===== src/rtl/bmf_pkg.sv =====
package bmf_pkg;

    localparam int ADDR_W    = 17;
    localparam int LINE_W    = 8;
    localparam int LB_W      = 8;
    localparam int SLOT_CYC  = 20;
    localparam int DATA_SLOT = 32;
    localparam int NUM_SLOT  = DATA_SLOT + 1;
    localparam int WIN_CYC   = NUM_SLOT * SLOT_CYC;
    localparam int PH_W      = $clog2(SLOT_CYC);
    localparam int SL_W      = $clog2(NUM_SLOT);
    localparam int REQ_FIRST = 2;
    localparam logic [ADDR_W-1:0] DUMMY_ADDR = '1;

    typedef enum logic {
        DEPTH_LO = 1'b0,
        DEPTH_HI = 1'b1
    } depth_e;

    typedef struct packed {
        depth_e              depth;
        logic [ADDR_W-1:0]   base;
        logic [LINE_W-1:0]   line;
    } line_ctx_t;

    typedef struct packed {
        logic              active;
        logic [SL_W-1:0]   slot;
        logic [PH_W-1:0]   phase;
    } slot_pos_t;

    function automatic logic [3:0] slot_bytes(depth_e d);
        return (d == DEPTH_HI) ? 4'd8 : 4'd4;
    endfunction

    function automatic int unsigned slot_shift(depth_e d);
        return (d == DEPTH_HI) ? 3 : 2;
    endfunction

    function automatic int unsigned stride_shift(depth_e d);
        return (d == DEPTH_HI) ? 8 : 7;
    endfunction

endpackage


===== src/rtl/bmf_slot_timer.sv =====
module bmf_slot_timer
    import bmf_pkg::*;
#(
    parameter int HC_W      = 11,
    parameter int WIN_START = 32
) (
    input  logic            clk,
    input  logic            rst,
    input  logic            bitmap_en,
    input  logic [HC_W-1:0] hcount,
    output logic            open_now,
    output slot_pos_t       pos
);

    localparam logic [PH_W-1:0] PH_LAST = PH_W'(SLOT_CYC - 1);
    localparam logic [SL_W-1:0] SL_LAST = SL_W'(NUM_SLOT - 1);

    assign open_now = !pos.active && bitmap_en && (hcount == HC_W'(WIN_START));

    always_ff @(posedge clk) begin
        if (rst) begin
            pos <= '0;
        end else if (!pos.active) begin
            if (open_now) begin
                pos.active <= 1'b1;
                pos.slot   <= '0;
                pos.phase  <= '0;
            end
        end else if (pos.phase == PH_LAST) begin
            pos.phase <= '0;
            if (pos.slot == SL_LAST) begin
                pos.active <= 1'b0;
            end else begin
                pos.slot <= pos.slot + 1'b1;
            end
        end else begin
            pos.phase <= pos.phase + 1'b1;
        end
    end

endmodule


===== src/rtl/bmf_addr_gen.sv =====
module bmf_addr_gen
    import bmf_pkg::*;
(
    input  slot_pos_t         pos,
    input  line_ctx_t         ctx,
    output logic              req,
    output logic              req_data,
    output logic [ADDR_W-1:0] addr
);

    logic [PH_W-1:0]   off;
    logic [3:0]        k;
    logic [SL_W-1:0]   slot_m1;
    logic [ADDR_W-1:0] row_off;
    logic [ADDR_W-1:0] byte_idx;

    always_comb begin
        off      = pos.phase - PH_W'(REQ_FIRST);
        k        = 4'(off >> 1);
        req      = pos.active && (pos.phase >= PH_W'(REQ_FIRST)) && !off[0]
                   && (k < slot_bytes(ctx.depth));
        req_data = req && (pos.slot != '0);
        slot_m1  = pos.slot - 1'b1;
        row_off  = ADDR_W'(ctx.line) << stride_shift(ctx.depth);
        byte_idx = (ADDR_W'(slot_m1) << slot_shift(ctx.depth)) + ADDR_W'(k);
        if (pos.slot == '0) begin
            addr = DUMMY_ADDR;
        end else begin
            addr = ctx.base + row_off + byte_idx;
        end
    end

endmodule


===== src/rtl/bmf_return_pipe.sv =====
module bmf_return_pipe
    import bmf_pkg::*;
#(
    parameter int RD_LAT = 3
) (
    input  logic            clk,
    input  logic            rst,
    input  logic            clear,
    input  logic            req_data,
    output logic            we,
    output logic [LB_W-1:0] waddr
);

    logic [RD_LAT-1:0] pipe;

    generate
        if (RD_LAT == 1) begin : g_one
            always_ff @(posedge clk) begin
                if (rst) pipe <= '0;
                else     pipe <= req_data;
            end
        end else begin : g_shift
            always_ff @(posedge clk) begin
                if (rst) pipe <= '0;
                else     pipe <= {pipe[RD_LAT-2:0], req_data};
            end
        end
    endgenerate

    assign we = pipe[RD_LAT-1];

    always_ff @(posedge clk) begin
        if (rst || clear) begin
            waddr <= '0;
        end else if (we) begin
            waddr <= waddr + 1'b1;
        end
    end

endmodule


===== src/rtl/bitmap_fetch_seq.sv =====
module bitmap_fetch_seq
    import bmf_pkg::*;
#(
    parameter int HC_W      = 11,
    parameter int WIN_START = 32,
    parameter int RD_LAT    = 3
) (
    input  logic              clk,
    input  logic              rst,
    input  logic              bitmap_en,
    input  logic              depth_sel,
    input  logic [ADDR_W-1:0] page_base,
    input  logic [LINE_W-1:0] line_num,
    input  logic [HC_W-1:0]   hcount,
    output logic              vram_ras,
    output logic              vram_cas_req,
    output logic [ADDR_W-1:0] vram_addr,
    input  logic [7:0]        vram_rdata,
    output logic              vram_blocked,
    output logic              lb_we,
    output logic [LB_W-1:0]   lb_addr,
    output logic [7:0]        lb_wdata
);

    slot_pos_t pos;
    line_ctx_t ctx_q;
    logic      open_now;
    logic      req_data;

    bmf_slot_timer #(.HC_W(HC_W), .WIN_START(WIN_START)) u_timer (
        .clk       (clk),
        .rst       (rst),
        .bitmap_en (bitmap_en),
        .hcount    (hcount),
        .open_now  (open_now),
        .pos       (pos)
    );

    always_ff @(posedge clk) begin
        if (rst) begin
            ctx_q <= '0;
        end else if (open_now) begin
            ctx_q.depth <= depth_e'(depth_sel);
            ctx_q.base  <= page_base;
            ctx_q.line  <= line_num;
        end
    end

    bmf_addr_gen u_addr (
        .pos      (pos),
        .ctx      (ctx_q),
        .req      (vram_cas_req),
        .req_data (req_data),
        .addr     (vram_addr)
    );

    bmf_return_pipe #(.RD_LAT(RD_LAT)) u_ret (
        .clk      (clk),
        .rst      (rst),
        .clear    (open_now),
        .req_data (req_data),
        .we       (lb_we),
        .waddr    (lb_addr)
    );

    assign vram_ras     = pos.active;
    assign vram_blocked = pos.active;
    assign lb_wdata     = vram_rdata;

endmodule


===== config.mk =====
export PLATFORM = sky130hd
export DESIGN_NAME = bitmap_fetch_seq
export DESIGN_NICKNAME = d
export VERILOG_FILES = /design/src/rtl/bmf_pkg.sv /design/src/rtl/bmf_slot_timer.sv /design/src/rtl/bmf_addr_gen.sv /design/src/rtl/bmf_return_pipe.sv /design/src/rtl/bitmap_fetch_seq.sv
export SDC_FILE = /design/constraint.sdc
export NUM_CORES = 1
export LEC_CHECK = 0
export BUFFER_PORTS_ARGS = -buffer_cell sky130_fd_sc_hd__buf_2
export CORE_UTILIZATION = 50
export DETAILED_ROUTE_END_ITERATION = 10
export GPL_TIMING_DRIVEN = 1
export MAX_ROUTING_LAYER = met4
export PLACE_DENSITY = 0.81
export SYNTH_ARGS = -nofsm -noshare
export SYNTH_HDL_FRONTEND = slang
export SYNTH_SLANG_ARGS = --single-unit

===== constraint.sdc =====
create_clock -name clk -period 4.6 [get_ports clk]
set_input_delay 1.15 -clock clk [delete_from_list [all_inputs] [get_ports clk]]
set_output_delay 1.15 -clock clk [all_outputs]
set_load 0.01 [all_outputs]

==> reports/metrics.cfg <==
[synthesis]
synth_cells=509
synth_cell_types=51
async_reset_ff_share_pct=0
post_synth_instance_area_um2=3950
yosys_warnings=0
yosys_most_used_dff=sky130_fd_sc_hd__dfxtp_1
postSynthAreaPerCell_um2=7.75
edff_count_synth=0
ys_seq_area_share_pct=24.9
synth.ff_latch_count=49

[setup_path]
setup.worst_path.end=vram_addr[16]
cell_depth_of_the_worst_flop_to_flop_path=5
timing.setup.critical_path_class=reg -> out
path_max_fanout=6
timing.critical_path.from=u_timer.pos[5]
r2r-start=u_timer.pos[11]
data_arrival_at_the_endpoint_of_the_critical_path_ns=3.63
worstSetupEndpointType=primary output
reg2reg_slack_ns=2.71
critPathRequiredTime_ns=3.45
timing.critical_path.from_type=flop
worstReg2RegEnd=u_timer.pos[7]

[finish]
layout.cells.most_common_list=sky130_fd_sc_hd__nand2_1 (79), sky130_fd_sc_hd__buf_2 (68), sky130_fd_sc_hd__a21oi_1 (48)
layout.cells.most_common=sky130_fd_sc_hd__nand2_1
num_antenna_cells=0
filler_cell_count=634
post_route_cells_drive_above_1_share_pct=30.2
post-route-cell-area_um2=5010
multi_input_comb_area_um2=2970
seq_area_um2=995
flow.area_growth_from_synthesis_pct=26.9
design.final.nets=701

[detailed_routing]
routed_wire_length_per_instance_um=14.2
drt-vias-per-instance=5.51
dr_vias=3851
drc_errors=0
count_of_nets_left_with_antenna_violations_after_detail_routing=0
postRouteWirelength_um=9930
drtIter0Drc=164
drt_first_pass_iters=4

[timing]
fin_worst_skew_ns=0.00788
setup_viol=6
clock.fmax_ghz=0.209
final.min_clock_period_ns=4.78
tightestPinTransition_ns=0.856
setup_slack_ns=-0.180
drv_slew=0
timing.slew.headroom_pct=42.8
report.final.hold_viol_count=0
rsz_0062_raised_after_global_routing=yes
worst_hold_slack_ns=0.436
post-route-period-util_pct=104

[pwr]
worst_ir_drop_vdd_mv=0.164
power-per-cell-area_nw_per_um2=170
pleak_nw=2.11

[min_path]
min-delay-path-class=reg -> reg

[clocking]
cts_hold_repair_buffers=0
cts_num_sinks=49
cts_made_buffers=5
clockBufferDepth=2
tritoncts=built
clkLatencyLatePin_ns=0.31
clk_pin_slew_worst_paths_ns=0.09
cts.root.buffer_cell=sky130_fd_sc_hd__clkbuf_8
cts-htree-levels=2

[floorplanning]
ios=85
placement_rows=32
floorplan.initialDensity_pct=51.3
die_height_um=90.8
width_of_the_die_um=90.8
placeableCoreArea_um2=7690
design.die.area_um2=8250

[global_routing]
grt_util_all_layers_pct=22.7
first_global_vias=3534
grt_overflow_total=0
grt_start_max_net_pins=42
grt_pass1_wl_um=15300
antenna_found_initial=0

[flow_run]
cap_viol_max_count=0

[placed_design]
placed_cell_areas_um2=4520
gpl_congestion=0.914
detailed_place_hpwl_um=7010
place.port_buffers=68
preCtsSetupSlack_ns=-0.0113

[status]
outcome=complete, but fails checks
failed_checks=setup timing

## state kept, by name (all words and copies together) (netlist names)
register / count
u_timer.pos: 12
ctx_q: 26
u_ret.pipe: 3
u_ret.waddr: 8
## metrics by stage
step | util [%] | instances | power (mW) | TNS (ns)
after floorplan | - | 514 | 0.525 | 0
after global placement | 58.8 | 684 | 0.561 | 0
after detailed placement | 58.8 | 684 | 0.564 | -0.0113
after CTS | 61.5 | 694 | 0.827 | -0.711
after global routing | 65.1 | 699 | 0.895 | -1.69
final | 65.1 | 699 | 0.853 | -0.417
## final cells by class
| class | count | area share [%] |
|---|---|---|
| Tap cell | 102 | 2.55 |
| Clock buffer | 5 | 1.37 |
| Sequential cell | 49 | 19.9 |
| Inverter | 40 | 3.00 |
| Multi-Input combinational cell | 391 | 59.3 |
| Clock inverter | 3 | 0.450 |
| Timing Repair Buffer | 109 | 13.5 |
## synthesized netlist by cell type (all sizes together), types with 5 or more instances
library cell	number	area, um^2
dfxtp	49	981
nor3	8	45.0
a21oi	57	285
o21ai	21	105
xnor2	8	70.1
nor2b	7	43.8
nand4	9	56.3
o31ai	5	37.5
nand2	82	308
buf	17	113
nand3b	5	37.5
clkbuf	17	63.8
nand3	7	35.0
mux2	8	90.1
nand2b	5	31.3
a31oi	5	31.3
fa	11	220
nor2	34	128
ha	46	576
xor2	12	105
inv	40	150
## critical path, cell delays in order, from the launching register on
cell,delay [ns]
sky130_fd_sc_hd__dfxtp_2,0.36
sky130_fd_sc_hd__inv_2,0.06
sky130_fd_sc_hd__ha_4,0.18
sky130_fd_sc_hd__nand2_1,0.10
sky130_fd_sc_hd__o211ai_1,0.12
sky130_fd_sc_hd__o21ai_1,0.11
sky130_fd_sc_hd__o31ai_1,0.12
sky130_fd_sc_hd__fa_1,0.49
sky130_fd_sc_hd__inv_1,0.04
sky130_fd_sc_hd__ha_1,0.33
sky130_fd_sc_hd__ha_4,0.31
sky130_fd_sc_hd__nand4b_1,0.12
sky130_fd_sc_hd__buf_6,0.16
sky130_fd_sc_hd__a2111o_1,0.46
sky130_fd_sc_hd__a21oi_2,0.16
sky130_fd_sc_hd__a31oi_1,0.07
sky130_fd_sc_hd__buf_2,0.15
## logic make-up after synthesis
logic type	after synthesis	synth area share, %
compound gates	113	16.8
xor+xnor	20	4.44
buf+inv	74	8.27
fa+ha+maj	57	20.2
simple gates	182	21.9
flops	49	24.9
other cells	2	0.190
mux	12	3.30
## routing by layer
layer	GRT usage (%)	up-vias	share of wire, %
met5	-	-	0
met4	8.20	0	3.1
met3	3.62	28	4.1
met2	38.2	108	52
met1	27.5	1804	41
li1	-	1911	-
## power by group
group,switching (mW),internal [mW],leakage [nW]
Sequential,0.00433,0.425,0.399
Clock,0.148,0.108,0.0481
Combinational,0.0830,0.0852,1.67
Total,0.235,0.618,2.11
## worst min-delay path by stage
stage / start / end / slack, ns / cells after the start
3_5_place_dp: u_ret.pipe[0] / u_ret.pipe[1] / 0.42 / 1
2_1_floorplan: u_ret.pipe[0] / u_ret.pipe[1] / 0.41 / 1
6_report: u_ret.pipe[0] / u_ret.pipe[1] / 0.44 / 1
5_1_grt: u_ret.pipe[0] / u_ret.pipe[1] / 0.46 / 1
4_1_cts: u_ret.pipe[0] / u_ret.pipe[1] / 0.44 / 1
3_3_place_gp: u_ret.pipe[1] / u_ret.pipe[2] / 0.42 / 1
## repair_timing
item,CTS,global route
setup endpoints to repair,12,11
setup buffers,2,6
pin swaps,11,16
gates cloned,0,0
gates resized for setup,27,47
Power figures use the tool's default switching activity.
